### config.mk
export PLATFORM = sky130hd
export DESIGN_NAME = tfence_flush
export DESIGN_NICKNAME = d
export VERILOG_FILES = /design/src/rtl/tfence_pkg.sv /design/src/rtl/tfence_decode.sv /design/src/rtl/tfence_datapath.sv /design/src/rtl/tfence_ctrl.sv /design/src/rtl/tfence_flush.sv
export SDC_FILE = /design/constraint.sdc
export NUM_CORES = 1
export LEC_CHECK = 0
export CAP_MARGIN = 20
export CORE_MARGIN = 4
export CORE_UTILIZATION = 31
export DETAILED_ROUTE_END_ITERATION = 12
export PLACE_DENSITY_LB_ADDON = 0.2
export SYNTH_ARGS = -nofsm -noshare
export SYNTH_HDL_FRONTEND = slang
export SYNTH_SLANG_ARGS = --single-unit
### constraint.sdc
create_clock -name clk -period 1.3 [get_ports clk]
set_input_delay 0.13 -clock clk [delete_from_list [all_inputs] [get_ports clk]]
set_output_delay 0.13 -clock clk [all_outputs]
set_load 0.1 [all_outputs]
### src/rtl/tfence_pkg.sv
package tfence_pkg;

  localparam logic [6:0] FENCE_OPCODE = 7'b0001011;
  localparam int         INSN_W       = 32;
  localparam int         SEL_LSB      = 12;
  localparam int         SEL_W        = 20;
  localparam int         RD_LSB       = 7;
  localparam int         RD_W         = 5;

  // bit positions inside the select bitmap
  localparam int UNIT_PIPE  = 0;
  localparam int UNIT_ICACHE = 1;
  localparam int UNIT_DCACHE = 2;
  localparam int UNIT_TLB   = 3;
  localparam int UNIT_BHT   = 4;
  localparam int UNIT_BTB   = 5;
  localparam int UNIT_LFSR  = 6;
  localparam int UNIT_ARB   = 7;
  localparam int UNIT_PLRU  = 8;
  localparam int UNIT_COUNT = 9;

  // control -> datapath strobes
  typedef struct packed {
    logic load;
  } ctrlStrobeT;

  // datapath -> control status
  typedef struct packed {
    logic hit;
    logic selEmpty;
    logic allDone;
  } dpStatusT;

  typedef enum logic {
    ST_IDLE = 1'b0,
    ST_WAIT = 1'b1
  } fenceStateT;

endpackage

### src/rtl/tfence_decode.sv
module tfence_decode
  import tfence_pkg::*;
#(
  parameter int NUM_UNITS = UNIT_COUNT
) (
  input  logic                 commitValid,
  input  logic [INSN_W-1:0]    commitInsn,
  output logic                 fenceHit,
  output logic [NUM_UNITS-1:0] unitSel
);

  localparam int SEL_TOP = SEL_LSB + NUM_UNITS;

  logic opMatch;
  logic rdZero;

  assign opMatch  = (commitInsn[6:0] == FENCE_OPCODE);
  assign rdZero   = (commitInsn[RD_LSB +: RD_W] == '0);
  assign fenceHit = commitValid && opMatch && rdZero;
  assign unitSel  = commitInsn[SEL_LSB +: NUM_UNITS];

  // reserved bitmap bits above the implemented units are dropped
  generate
    if (SEL_TOP < INSN_W) begin : g_reserved
      logic unusedReserved;
      assign unusedReserved = ^commitInsn[INSN_W-1:SEL_TOP];
    end
  endgenerate

  always_comb begin
    if (NUM_UNITS > SEL_W) $error("NUM_UNITS exceeds bitmap width");
  end

endmodule

### src/rtl/tfence_datapath.sv
module tfence_datapath
  import tfence_pkg::*;
#(
  parameter int NUM_UNITS = UNIT_COUNT
) (
  input  logic                 clk,
  input  logic                 rstN,
  input  logic                 commitValid,
  input  logic [INSN_W-1:0]    commitInsn,
  input  logic [NUM_UNITS-1:0] flushDone,
  input  ctrlStrobeT           strobe,
  output dpStatusT             status,
  output logic [NUM_UNITS-1:0] flushReq
);

  logic                 fenceHit;
  logic [NUM_UNITS-1:0] unitSel;
  logic [NUM_UNITS-1:0] pendQ;
  logic [NUM_UNITS-1:0] reqQ;

  tfence_decode #(.NUM_UNITS(NUM_UNITS)) i_decode (
    .commitValid (commitValid),
    .commitInsn  (commitInsn),
    .fenceHit    (fenceHit),
    .unitSel     (unitSel)
  );

  // one pending flag and one request flop per unit
  generate
    for (genvar u = 0; u < NUM_UNITS; u++) begin : g_unit
      always_ff @(posedge clk or negedge rstN) begin
        if (!rstN) begin
          pendQ[u] <= 1'b0;
          reqQ[u]  <= 1'b0;
        end else begin
          reqQ[u] <= strobe.load && unitSel[u];
          if (strobe.load) begin
            pendQ[u] <= unitSel[u];
          end else if (flushDone[u]) begin
            pendQ[u] <= 1'b0;
          end
        end
      end
    end
  endgenerate

  assign flushReq        = reqQ;
  assign status.hit      = fenceHit;
  assign status.selEmpty = (unitSel == '0);
  assign status.allDone  = ((pendQ & ~flushDone) == '0);

  // requests only go to units still waiting on a flush
  AST_REQ_WITHIN_PEND: assert property (@(posedge clk) disable iff (!rstN)
    (flushReq & ~pendQ) == '0);

  // a request is only ever the echo of a load on the previous edge
  AST_REQ_AFTER_LOAD: assert property (@(posedge clk) disable iff (!rstN)
    (|flushReq) |-> $past(strobe.load));

  // without a new load the outstanding set never gains members
  AST_PEND_SHRINKS: assert property (@(posedge clk) disable iff (!rstN)
    !strobe.load |=> ((pendQ & ~$past(pendQ)) == '0));

endmodule

### src/rtl/tfence_ctrl.sv
module tfence_ctrl
  import tfence_pkg::*;
(
  input  logic       clk,
  input  logic       rstN,
  input  dpStatusT   status,
  output ctrlStrobeT strobe,
  output logic       commitStall,
  output logic       fenceComplete
);

  fenceStateT stateQ, stateD;
  logic       completeQ, completeD;

  always_comb begin
    stateD      = stateQ;
    completeD   = 1'b0;
    strobe.load = 1'b0;
    unique case (stateQ)
      ST_IDLE: begin
        if (status.hit) begin
          strobe.load = 1'b1;
          if (status.selEmpty) begin
            completeD = 1'b1;
          end else begin
            stateD = ST_WAIT;
          end
        end
      end
      ST_WAIT: begin
        if (status.allDone) begin
          completeD = 1'b1;
          stateD    = ST_IDLE;
        end
      end
      default: stateD = ST_IDLE;
    endcase
  end

  always_ff @(posedge clk or negedge rstN) begin
    if (!rstN) begin
      stateQ    <= ST_IDLE;
      completeQ <= 1'b0;
    end else begin
      stateQ    <= stateD;
      completeQ <= completeD;
    end
  end

  assign commitStall   = (stateQ == ST_WAIT);
  assign fenceComplete = completeQ;

  // completion never overlaps the stall
  AST_COMPLETE_UNSTALLED: assert property (@(posedge clk) disable iff (!rstN)
    fenceComplete |-> !commitStall);

  // the stall is only released through a completion
  AST_RELEASE_COMPLETES: assert property (@(posedge clk) disable iff (!rstN)
    $fell(commitStall) |-> fenceComplete);

  // the stall only starts from a recognised fence
  AST_STALL_FROM_FENCE: assert property (@(posedge clk) disable iff (!rstN)
    $rose(commitStall) |-> $past(status.hit));

endmodule

### src/rtl/tfence_flush.sv
module tfence_flush
  import tfence_pkg::*;
#(
  parameter int NUM_UNITS = UNIT_COUNT
) (
  input  logic                 clk,
  input  logic                 rstN,
  input  logic                 commitValid,
  input  logic [INSN_W-1:0]    commitInsn,
  input  logic [NUM_UNITS-1:0] flushDone,
  output logic [NUM_UNITS-1:0] flushReq,
  output logic                 commitStall,
  output logic                 fenceComplete
);

  ctrlStrobeT strobe;
  dpStatusT   status;

  tfence_datapath #(.NUM_UNITS(NUM_UNITS)) i_datapath (
    .clk         (clk),
    .rstN        (rstN),
    .commitValid (commitValid),
    .commitInsn  (commitInsn),
    .flushDone   (flushDone),
    .strobe      (strobe),
    .status      (status),
    .flushReq    (flushReq)
  );

  tfence_ctrl i_ctrl (
    .clk           (clk),
    .rstN          (rstN),
    .status        (status),
    .strobe        (strobe),
    .commitStall   (commitStall),
    .fenceComplete (fenceComplete)
  );

  // a request is raised only while commit is held
  AST_REQ_WHILE_STALLED: assert property (@(posedge clk) disable iff (!rstN)
    (|flushReq) |-> commitStall);

  // no request is repeated on consecutive stalled cycles
  AST_NO_REISSUE: assert property (@(posedge clk) disable iff (!rstN)
    (commitStall && $past(commitStall)) |-> (flushReq == '0));

endmodule

Yosys cells after proc, flatten, opt, wreduce, memory -nomap -nowiden
Cells that the tools add are included.

Register bits: 20. Input port bits: 44. Output and inout port bits: 11. Logic and storage cells: 75.

Eq/ne operators: 1. Muxes and demuxes: 28. Bitwise operators: 3. Reductions and logical operators: 23.

Operator list (count): two-way mux 1 bit (26); zero test 9 bit (2); nonzero test 2 bit (9); logical AND 1 bit (11); AND 9 bit (1); NOT 9 bit (1); == test 7 x 4 -> 1 bit (second input constant) (1); zero test 5 bit (1); case mux 1 bit (2 select lines) (2); NOT 1 bit (1).

Longest topological paths before layout
Depth after elaboration: 6. Gate-level depth with buffers: 6. Gate-level depth less buffers: 4.

Cells and area by module
A second synthesis with hierarchy kept.

Cell total of the unflattened synthesis: 77. Area total of the unflattened synthesis: 897.1 um^2.

By module, submodules not included: tfence_datapath (times used 1, cells each 55, area each 708.2 um^2, seq. area each 450.4 um^2); tfence_decode (times used 1, cells each 14, area each 103.8 um^2, seq. area each 0.0 um^2); tfence_ctrl (times used 1, cells each 8, area each 85.1 um^2, seq. area each 50.0 um^2).

Worst setup path before layout
Ideal clock, no wire load.

Path kind: reg-to-reg. From: reg i_ctrl.stateQ (netlist: i_ctrl.commitStall). To: reg i_datapath.pendQ[2]. Setup time: 0.124 ns. Data arrival time: 1.751 ns. Required time: 1.176 ns. Path slack: -0.575 ns. Cell stages (with the launch flop): 6. Period minus slack after synthesis: 1.875 ns. Cells stage by stage: dfrtp_1 > nor4bb_1 > and4_1 > buf_6 > and2_4 > o21bai_2.

Cells in the longest elaborated chain, start to end: 2. Elaborated cells between the ends (all ways): 3. Classes of those cells: mux (2); reduce/logical (1).

RTL lines: start, declared (RTL line tfence_ctrl.sv:12) `fenceStateT stateQ, stateD;`; start signal, assigned (RTL line tfence_ctrl.sv:45) `stateQ <= stateD;`; two-way mux 1 bit * (RTL line tfence_ctrl.sv:19) `unique case (stateQ)`; two-way mux 1 bit or nonzero test 2 bit (tied branches); end signal, assigned by index (RTL line tfence_datapath.sv:38) `pendQ[u] <= unitSel[u];`; end, declared (RTL line tfence_datapath.sv:18) `logic [NUM_UNITS-1:0] pendQ;`.

Mark *: on every way between the ends. The rest lies on a longest branch, timed or not. A chain may end at the register's enable or synchronous reset.

Final worst setup path
From: reg i_ctrl.stateQ (netlist: i_ctrl.commitStall). To: reg i_datapath.pendQ[0].

Same word-level chain as after synthesis.

==> flow_summary.ini <==
[status]
status = finished, violations left
violations = negative setup slack

[synth]
synthXorXnorAreaFrac = 0
avgSynthCellArea_um2 = 12.6
synth_mux_area_frac = 0
netlist_instances = 67
synth_area_um2 = 842
async_flop_share = 1.00
synth_ff_type = dfrtp_1
yosys-top-cells-count = dfrtp_1 (20), nand2b_1 (9), and2_4 (8), o21bai_1 (7)
synth.area.top_cells = dfrtp_1 (59%), and2_4 (8.3%), nand2b_1 (6.7%)
synth_top_area_share = 0.594
synthAdderAreaFrac = 0
synth_edf_count = 0
seq_area_frac_synth = 0.594
synth_cell_types = 19
synth_top_family_by_area = simple AND/OR/NAND/NOR gates
synth-simple-area-share = 0.259
synth_compound_area_frac = 0.111
ys_seq_elements = 20
synth_nets = 111
yosys_warnings = 0
synth_area_leader_cell = dfrtp_1
yosysMostFrequentCell = dfrtp_1

[clock_network]
h-tree-depth = 1
cts_buffers = 3
clock-root-buffer = clkbuf_4
clk_pin_slew_worst_paths_ns = 0.11
cts_sinks = 20
clock_latency_ns = 0.29
holdBufCountCts = 0
cts_tree = done
cts_buffer_depth = 2

[layout]
layout-drive-gt1-share = 0.367
final_nets = 173
diodes = 0
area_growth_pct = 89.7
final_core_util = 0.628
fillCellCount = 213

[timing]
fmax_mhz = 672
tightest_slew_ns = 0.378
hold_viol = 0
relSlewSlack = 0.746
slew_viol_final = 0
fin_tns_setup_ns = -2.29
rsz0062_at_grt = yes
period_share = 1.14
setup_ws_ns = -0.188
finClkSkew_ns = 0.00371
fin_crit_ns = 1.49
final-setup-viol-count = 20

[route]
dr_total_vias = 737
postRouteAntennaNets = 0
drt_iter0_markers = 11
wl_per_cell_um = 13.7
wl_mm = 2.16
first_pass_iters = 3
drc_errors = 0
vias_per_cell = 4.66

[critical_path]
r2r_slack_ns = -0.19
setup.worst_path.start_class = register
worstRegToRegCells = 5
cp.required_ns = 1.52
arrival_ns = 1.71
critPathKind = reg -> reg
slowest_stage = dfrtp_4
reg2reg_from = i_ctrl.commitStall
worstPathCellList = nor4bb_4 -> and4_4 -> buf_12 -> and2_4 -> o21bai_1
endpoint_kind = register
reg2reg_to = i_datapath.pendQ[0]
crit_fanout = 9
cpPeakStageDelay_ns = 0.51

[run]
maxCapViolCount = 0

[pwr]
pwr-share-seq = 0.588
p_leak_nw = 0.739
power.switching_uw = 216
p_per_area_nw_per_um2 = 662
swShare = 0.204
total_power_mw = 1.06
pwr-share-clk = 0.286
p_int_uw = 842
peakVddDrop_mv = 0.384
combPwrFrac = 0.126

[worst_hold_path]
min_path_type = in -> async

[grt]
grt_pass1_wl_mm = 3.11
antenna_found_initial = 0
gr-total-overflow = 0
grt_pass1_vias = 787
grt_max_degree = 21
track_usage = 0.119

[placement]
dp_hpwl_mm = 1.62
gp_congestion = 0.679
portBuffers = 43
pre_cts_slack_ns = -0.309

[floorplan]
ios = 55
die_h_um = 60.1
die_width_um = 60.1
die-area_um2 = 3610
start_util = 0.331
num_rows = 18
core_area_um2 = 2540
-- flip-flops by register name, summed over array words and instances (netlist names) --
register              cells
i_ctrl.fenceComplete      1
i_datapath.flushReq       9
i_datapath.pendQ          9
i_ctrl.commitStall        1
-- timing repair --
item                                    in CTS  in global routing
resized for setup                            0                  4
setup buffers                                1                  2
pin swaps                                    0                  0
cloned                                       0                  1
endpoints found under the setup margin      20                 20
-- power groups by stage --
stage	clock network, mW	registers (mW)	logic, mW
6_report	0.303	0.622	0.133
5_1_grt	0.331	0.622	0.144
4_1_cts	0.306	0.622	0.131
3_5_place_dp	0	0.634	0.130
3_3_place_gp	0	0.634	0.129
2_1_floorplan	0	0.635	0.0102
-- layer usage --
layer,GRT usage,wire [um],vias to the layer above
met1,0.117,836,351
met5,0,0,-
met2,0.221,1120,32
met4,0.0759,27,0
li1,-,-,352
met3,0.0238,177,2
-- kinds of logic (layout without fill, tap and decap cells) --
group | Yosys count | after routing
buf+inv | 4 | 65
compound gates | 11 | 11
simple gates | 32 | 32
flops | 20 | 20
-- final cells by class --
type	count	area [um2]	share of cell area
repair buffers	59	691	0.432
flip-flops and latches	20	504	0.316
multi-input cells	43	332	0.208
well taps	30	37.5	0.0235
clock buffers	4	26.3	0.0164
inverters	2	7.51	0.00470
-- per-stage QoR --
| step | hold slack (ns) | instance area, um2 | cells |
|---|---|---|---|
| 6_report | 0.159 | 1600 | 158 |
| 5_1_grt | 0.180 | 1600 | 158 |
| 4_1_cts | 0.169 | 1540 | 155 |
| 3_5_place_dp | 0.488 | 1510 | 150 |
| 3_3_place_gp | 0.490 | 1510 | 150 |
| 2_1_floorplan | -0.166 | 848 | 67 |
-- worst max-delay path by stage --
| stage | from | end | slack [ns] | cells past startpoint |
|---|---|---|---|---|
| 2_1_floorplan | i_ctrl.commitStall | i_datapath.pendQ[0] | -0.23 | 5 |
| 3_3_place_gp | commitInsn[1] | i_datapath.pendQ[3] | -0.29 | 6 |
| 3_5_place_dp | commitInsn[1] | i_datapath.pendQ[1] | -0.31 | 6 |
| 4_1_cts | i_ctrl.commitStall | i_datapath.pendQ[8] | -0.20 | 5 |
| 5_1_grt | i_ctrl.commitStall | i_datapath.pendQ[1] | -0.27 | 5 |
| 6_report | i_ctrl.commitStall | i_datapath.pendQ[0] | -0.19 | 5 |
-- cells in the final DEF (no fill, tap or decap), types with 2 or more instances in the layout --
cell type,instances
clkdlybuf4s50_1,32
nor4b_1,2
inv_1,2
clkbuf_4,3
dfrtp_1,19
buf_12,12
nand3_1,2
nor2_1,2
buf_4,14
nand2b_1,9
o21bai_1,7
and2_4,8
nor3_1,2
o21bai_2,2
-- worst max-delay path, delay by kind of cell, from the launching register on --
| kind | cells | cell delay, ns |
|---|---|---|
| flip-flops | 1 | 0.51 |
| AO/OA/AOI/OAI | 1 | 0.11 |
| buffers and inverters | 1 | 0.13 |
| AND/OR/NAND/NOR | 3 | 0.67 |
Note: power is estimated with default switching activity, not from simulation.
